===== config.mk =====
export PLATFORM = sky130hd
export DESIGN_NAME = ldst_queue
export DESIGN_NICKNAME = d
export VERILOG_FILES = /design/src/rtl/ldst_queue_pkg.sv /design/src/rtl/ldst_queue_pick.sv /design/src/rtl/ldst_queue_retire.sv /design/src/rtl/ldst_queue.sv
export SDC_FILE = /design/constraint.sdc
export NUM_CORES = 1
export LEC_CHECK = 0
export BUFFER_PORTS_ARGS = -buffer_cell sky130_fd_sc_hd__clkbuf_2
export CAP_MARGIN = 20
export CORE_UTILIZATION = 45
export DETAILED_ROUTE_END_ITERATION = 12
export GPL_TIMING_DRIVEN = 0
export RECOVER_POWER = 25
export SLEW_MARGIN = 20
export SYNTH_ARGS = -nofsm -noshare
export SYNTH_HDL_FRONTEND = slang
export SYNTH_HIERARCHICAL = 1
export SYNTH_SLANG_ARGS = --single-unit

===== constraint.sdc =====
create_clock -name clk_i -period 17.7 [get_ports clk_i]
set_input_delay 1.77 -clock clk_i [delete_from_list [all_inputs] [get_ports clk_i]]
set_output_delay 1.77 -clock clk_i [all_outputs]
set_load 0.01 [all_outputs]

===== src/rtl/ldst_queue_pkg.sv =====
package ldst_queue_pkg;
  typedef struct packed {
    logic vld;
    logic rdy;
    logic iss;
    logic done;
  } ent_flags_t;

  localparam ent_flags_t FLAGS_EMPTY = '0;
endpackage


===== src/rtl/ldst_queue_pick.sv =====
// Head-relative priority pick: nearest candidate to head wins.
module ldst_queue_pick #(
  parameter int DEPTH = 16,
  parameter int IDX_W = $clog2(DEPTH)
) (
  input  logic [DEPTH-1:0] cand_i,
  input  logic [IDX_W-1:0] head_i,
  output logic             found_o,
  output logic [IDX_W-1:0] idx_o
);
  logic [IDX_W-1:0] pos;

  always_comb begin
    found_o = 1'b0;
    idx_o   = head_i;
    pos     = head_i;
    for (int k = DEPTH - 1; k >= 0; k--) begin
      pos = head_i + IDX_W'(k);
      if (cand_i[pos]) begin
        found_o = 1'b1;
        idx_o   = pos;
      end
    end
  end
endmodule


===== src/rtl/ldst_queue_retire.sv =====
// Counts leading complete entries from head, capped by request.
module ldst_queue_retire #(
  parameter int DEPTH  = 16,
  parameter int IDX_W  = $clog2(DEPTH),
  parameter int GRAD_W = 4,
  parameter int GCNT_W = $clog2(GRAD_W + 1)
) (
  input  logic [DEPTH-1:0]  done_i,
  input  logic [IDX_W-1:0]  head_i,
  input  logic [GCNT_W-1:0] grad_cnt_i,
  output logic [GCNT_W-1:0] ret_cnt_o
);
  logic             run;
  logic [IDX_W-1:0] pos;

  always_comb begin
    run       = 1'b1;
    ret_cnt_o = '0;
    pos       = head_i;
    for (int k = 0; k < GRAD_W; k++) begin
      pos = head_i + IDX_W'(k);
      if (run && (GCNT_W'(k) < grad_cnt_i) && done_i[pos])
        ret_cnt_o = ret_cnt_o + GCNT_W'(1);
      else
        run = 1'b0;
    end
  end
endmodule


===== src/rtl/ldst_queue.sv =====
module ldst_queue
  import ldst_queue_pkg::*;
#(
  parameter int DEPTH  = 16,
  parameter int ENQ_W  = 4,
  parameter int GRAD_W = 4,
  parameter int TAG_W  = 6,
  parameter int PAY_W  = 8,
  localparam int IDX_W  = $clog2(DEPTH),
  localparam int CNT_W  = $clog2(DEPTH + 1),
  localparam int NCNT_W = $clog2(ENQ_W + 1),
  localparam int GCNT_W = $clog2(GRAD_W + 1)
) (
  input  logic                   clk_i,
  input  logic                   rst_ni,
  input  logic                   flush_i,
  input  logic [NCNT_W-1:0]      alloc_cnt_i,
  input  logic [ENQ_W-1:0]       alloc_rdy_i,
  input  logic [ENQ_W*TAG_W-1:0] alloc_tag_i,
  input  logic [ENQ_W*PAY_W-1:0] alloc_pay_i,
  output logic [IDX_W-1:0]       tail_idx_o,
  output logic [CNT_W-1:0]       free_cnt_o,
  input  logic                   wake_vld_i,
  input  logic [TAG_W-1:0]       wake_tag_i,
  output logic                   iss_vld_o,
  output logic [IDX_W-1:0]       iss_idx_o,
  output logic [PAY_W-1:0]       iss_pay_o,
  input  logic                   resp_vld_i,
  input  logic [IDX_W-1:0]       resp_idx_i,
  input  logic                   resp_fail_i,
  input  logic [GCNT_W-1:0]      grad_cnt_i
);
  ent_flags_t       flags_q [DEPTH];
  logic [TAG_W-1:0] tag_q   [DEPTH];
  logic [PAY_W-1:0] pay_q   [DEPTH];
  logic [IDX_W-1:0] head_q, tail_q;
  logic [CNT_W-1:0] cnt_q;

  logic [DEPTH-1:0]  cand, done_vec;
  logic              found;
  logic [IDX_W-1:0]  pick_idx;
  logic [GCNT_W-1:0] ret_cnt;
  logic              accept;

  logic [TAG_W-1:0] slot_tag [ENQ_W];
  logic [PAY_W-1:0] slot_pay [ENQ_W];
  logic [ENQ_W-1:0] slot_rdy, slot_en;
  logic [IDX_W-1:0] slot_pos [ENQ_W];

  assign free_cnt_o = CNT_W'(DEPTH) - cnt_q;
  assign tail_idx_o = tail_q;
  assign accept = !flush_i && (alloc_cnt_i != '0)
               && (alloc_cnt_i <= NCNT_W'(ENQ_W))
               && (CNT_W'(alloc_cnt_i) <= free_cnt_o);

  for (genvar s = 0; s < ENQ_W; s++) begin : g_slot
    assign slot_tag[s] = alloc_tag_i[s*TAG_W +: TAG_W];
    assign slot_pay[s] = alloc_pay_i[s*PAY_W +: PAY_W];
    // same-cycle wakeup bypass
    assign slot_rdy[s] = alloc_rdy_i[s] | (wake_vld_i && (slot_tag[s] == wake_tag_i));
    assign slot_en[s]  = accept && (NCNT_W'(s) < alloc_cnt_i);
    assign slot_pos[s] = tail_q + IDX_W'(s);
  end

  for (genvar i = 0; i < DEPTH; i++) begin : g_ent
    assign cand[i]     = flags_q[i].vld & flags_q[i].rdy & ~flags_q[i].iss & ~flags_q[i].done;
    assign done_vec[i] = flags_q[i].vld & flags_q[i].done;
  end

  ldst_queue_pick #(.DEPTH(DEPTH), .IDX_W(IDX_W)) u_pick (
    .cand_i  (cand),
    .head_i  (head_q),
    .found_o (found),
    .idx_o   (pick_idx)
  );

  ldst_queue_retire #(.DEPTH(DEPTH), .IDX_W(IDX_W), .GRAD_W(GRAD_W), .GCNT_W(GCNT_W)) u_retire (
    .done_i     (done_vec),
    .head_i     (head_q),
    .grad_cnt_i (grad_cnt_i),
    .ret_cnt_o  (ret_cnt)
  );

  assign iss_vld_o = found & ~flush_i;
  assign iss_idx_o = pick_idx;
  assign iss_pay_o = pay_q[pick_idx];

  always_ff @(posedge clk_i or negedge rst_ni) begin
    if (!rst_ni) begin
      for (int i = 0; i < DEPTH; i++) flags_q[i] <= FLAGS_EMPTY;
      head_q <= '0;
      tail_q <= '0;
      cnt_q  <= '0;
    end else if (flush_i) begin
      for (int i = 0; i < DEPTH; i++) flags_q[i] <= FLAGS_EMPTY;
      head_q <= '0;
      tail_q <= '0;
      cnt_q  <= '0;
    end else begin
      for (int i = 0; i < DEPTH; i++)
        if (wake_vld_i && flags_q[i].vld && (tag_q[i] == wake_tag_i))
          flags_q[i].rdy <= 1'b1;
      if (resp_vld_i && flags_q[resp_idx_i].vld && flags_q[resp_idx_i].iss
          && !flags_q[resp_idx_i].done) begin
        if (resp_fail_i) flags_q[resp_idx_i].iss  <= 1'b0;
        else             flags_q[resp_idx_i].done <= 1'b1;
      end
      if (iss_vld_o) flags_q[pick_idx].iss <= 1'b1;
      for (int k = 0; k < GRAD_W; k++)
        if (GCNT_W'(k) < ret_cnt) flags_q[head_q + IDX_W'(k)] <= FLAGS_EMPTY;
      for (int s = 0; s < ENQ_W; s++)
        if (slot_en[s])
          flags_q[slot_pos[s]] <= '{vld: 1'b1, rdy: slot_rdy[s], iss: 1'b0, done: 1'b0};
      head_q <= head_q + IDX_W'(ret_cnt);
      tail_q <= tail_q + (accept ? IDX_W'(alloc_cnt_i) : '0);
      cnt_q  <= cnt_q + (accept ? CNT_W'(alloc_cnt_i) : '0) - CNT_W'(ret_cnt);
    end
  end

  always_ff @(posedge clk_i) begin
    for (int s = 0; s < ENQ_W; s++)
      if (slot_en[s]) begin
        tag_q[slot_pos[s]] <= slot_tag[s];
        pay_q[slot_pos[s]] <= slot_pay[s];
      end
  end
endmodule


==> flow_summary.json <==
{
  "die_area_um2": 58300,
  "synth_common_cells": "245 x nand2_1, 233 x nor2_1, 224 x edfxtp_1",
  "grt_pass1_vias": 24538,
  "seq_power_share": 0.383,
  "ant_nets": 0,
  "dp_hpwl_mm": 94.1,
  "grt_usage": 0.412,
  "p_leak_nw": 10.4,
  "layout_min_cycle_time_ns": 10.10,
  "postCtsHoldBufs": 0,
  "violations": "max-capacitance violations, max-slew violations",
  "syn_area_per_cell_um2": 9.16,
  "rows": 87,
  "fin_cells": 3728,
  "drc": 0,
  "status": "complete, but fails checks",
  "synth-edff-count": 224,
  "ys_ff_latch": 301,
  "syn_inst": 2816,
  "cp_cell_sequence": "buf_2 -> buf_4 -> buf_1 -> inv_1 -> ha_1 -> buf_6 -> mux4_2 -> mux2i_1 -> mux2i_1 -> nor3b_1 -> o21ai_0 -> o31ai_1 -> clkbuf_1 -> mux4_2 -> mux4_2 -> clkbuf_2",
  "fmax_mhz": 99.0,
  "tightest_slew_ns": 4.33,
  "period_share": 0.571,
  "insertion_delay_ns": 0.61,
  "first_pass_iters": 8,
  "cts_max_level": 2,
  "setup_viol": 0,
  "fin_skew_ns": 0.0291,
  "vias": 25664,
  "critPathKind": "reg -> out",
  "slew-limit-headroom": -1.88,
  "drive_above_1_share": 0.115,
  "cp_max_fo": 10,
  "yosys.cell_types.count": 101,
  "clkPwrFrac": 0.399,
  "cts_sinks": 301,
  "cp-start-kind": "flip-flop",
  "routed.top_layer": "met5",
  "yosysSeqAreaShare": 0.336,
  "final_nets": 3053,
  "cts-buffers-inserted": 39,
  "path_buf_inv": 7,
  "hold_class": "reg -> reg",
  "wl_met2_mm": 54.1,
  "synthArstFlopShare": 0.256,
  "die_x_um": 241,
  "num_io_pins": 104,
  "place_inst": 3648,
  "cellPowerDensity_nw_per_um2": 75.1,
  "synth_ff_type": "edfxtp_1",
  "fill_cells": 5315,
  "crit_top_cell": "mux4_2",
  "rsz0062_at_grt": "no",
  "critPathTopFamily": "buffers and inverters",
  "cts_tree": "done",
  "p_switching_w": 0.000697,
  "cp.arrival_ns": 8.33,
  "r2r_setup_slack_ns": 10.28,
  "fin_setup_tns_ns": 0,
  "synth_top_area_share": 0.261,
  "swShare": 0.325,
  "wl_per_cell_um": 32.5,
  "post-cts-setup-buffer-count": 0,
  "totalPowerFinal_w": 0.00215,
  "slew_viol_final": 90,
  "cp.required_ns": 15.93,
  "regArea_um2": 8650,
  "clockBufferDepth": 3,
  "synthesis.area_um2": 25800,
  "routed_wl_mm": 121,
  "routed_via_density": 6.88,
  "cap_violations": 3,
  "multi_input_area_um2": 15800,
  "cts-resized-gates": 0,
  "slowest_delay_ns": 0.97,
  "antenna_found_initial": 11,
  "drtIter0Drc": 3709,
  "io_buffers": 65,
  "path_clk_slew_ns": 0.06,
  "grt_max_degree": 72,
  "cp_slowest_cell": "clkbuf_1",
  "finalHoldViolations": 0,
  "start_util": 0.456,
  "internal_power_w": 0.00145,
  "synthesis.nets": 2936,
  "yosysMostFrequentCell": "nand2_1",
  "gp_congestion": 1.01,
  "grt_first_pass_wirelength_mm": 172,
  "grt.overflow.total": 0,
  "synth_top_area_cell": "edfxtp_1",
  "combPwrFrac": 0.218,
  "irDropWorstVdd_mv": 0.0701,
  "syn2layout_area_growth_pct": 10.8,
  "yosysWarnings": 6,
  "root_buffer": "clkbuf_16",
  "ys_top_cells_by_area": "edfxtp_1 26%, dfrtp_1 7.5%, mux4_2 7.2%",
  "fp.coreArea_um2": 56500,
  "wl_met1_mm": 47.0,
  "crit_path_end_kind": "output port",
  "route.met3.wl_mm": 13.9,
  "die_h_um": 241
}
-- cell families after synthesis --
family                     share of synthesized area
adders and majority gates                     0.0199
and+or+nand+nor                                0.167
DFF                                            0.336
AOI/OAI and AO/OA                              0.193
xor gates and xnor gates                      0.0562
muxes                                          0.173
buffers and inverters                         0.0544
-- final cells by class --
cell class,count,share of cell area
Sequential cell,301,0.303
Antenna cell,8,0.000701
Buffer,290,0.0403
Timing Repair Buffer,76,0.0145
Inverter,61,0.00849
Clock buffer,42,0.0360
Multi-Input combinational cell,2164,0.553
Clock inverter,30,0.0110
Tap cell,756,0.0331
-- worst register-to-register path, stage by stage (launching register included) --
cell and delay, ns:
dfrtp_1 0.74, buf_2 0.35, buf_4 0.25, buf_1 0.46, inv_1 0.33, ha_1 0.47
buf_6 0.19, mux4_2 0.61, mux2i_1 0.47, mux2i_1 0.40, a21oi_1 0.29, a211oi_1 0.08
o22ai_1 0.18, a21boi_0 0.23, o21a_1 0.37, buf_1 0.85, and3_1 0.45, nand3_1 0.16
a2111oi_0 0.40
-- stage by stage --
step / setup slack (ns) / area [um^2] / hold slack [ns] / utilization
final: 7.60 / 28600 / 0.550 / 0.506
after global placement: 8.48 / 27100 / 0.526 / 0.479
after detailed placement: 8.42 / 27300 / 0.538 / 0.483
after global routing: 7.43 / 28600 / 0.579 / 0.506
after CTS: 7.79 / 28600 / 0.551 / 0.506
after floorplan: 10.53 / 25800 / 0.490 / -
-- worst paths after layout --
kind / to / cells past startpoint / start
setup / recovery: iss_pay_o[6] / 16 / head_q[1]
hold / removal: flags_q[60] / 2 / flags_q[60]
setup reg to reg: flags_q[1] / 18 / head_q[1]
hold reg to reg: flags_q[60] / 2 / flags_q[60]
max in group asynchronous: flags_q[61] / 2 / rst_ni
min in group asynchronous: tail_idx_o[0] / 1 / rst_ni
-- state kept, by name, indices dropped and copies added (netlist names) --
register    count
cnt_q           5
flags_q        64
tag_q          96
head_q          4
tail_idx_o      4
pay_q         128
-- power groups by stage --
stage / Clock [W] / Sequential, W / Combinational (W)
3_3_place_gp: 0 / 0.000833 / 0.000442
3_5_place_dp: 0 / 0.000834 / 0.000452
5_1_grt: 0.000878 / 0.000822 / 0.000491
6_report: 0.000857 / 0.000821 / 0.000468
4_1_cts: 0.000855 / 0.000820 / 0.000454
2_1_floorplan: 0 / 0.000822 / 0.000285
-- layer usage --
metal,up-vias,GRT usage
li1,10786,-
met1,12654,0.546
met2,1865,0.640
met3,355,0.0896
met4,4,0.197
met5,-,0
-- cell usage in the layout, fill, tap and decap left out, types with 28 or more instances in the layout --
cell and count:
o21ai_0 157, inv_1 57, and3_1 52, xnor2_1 82, nand2_1 244, mux4_2 83
a21oi_1 148, clkbuf_1 237, nand3_1 81, and2_1 30, mux2i_1 184, edfxtp_1 224
ha_1 33, buf_1 35, a21o_1 98, o22ai_1 87, clkbuf_16 41, mux2_2 43
clkbuf_2 58, nor3_1 63, xor2_1 70, a211oi_1 87, nor2_1 233, nor4_1 28
dfrtp_1 77
(Power assumes the default switching activity.)
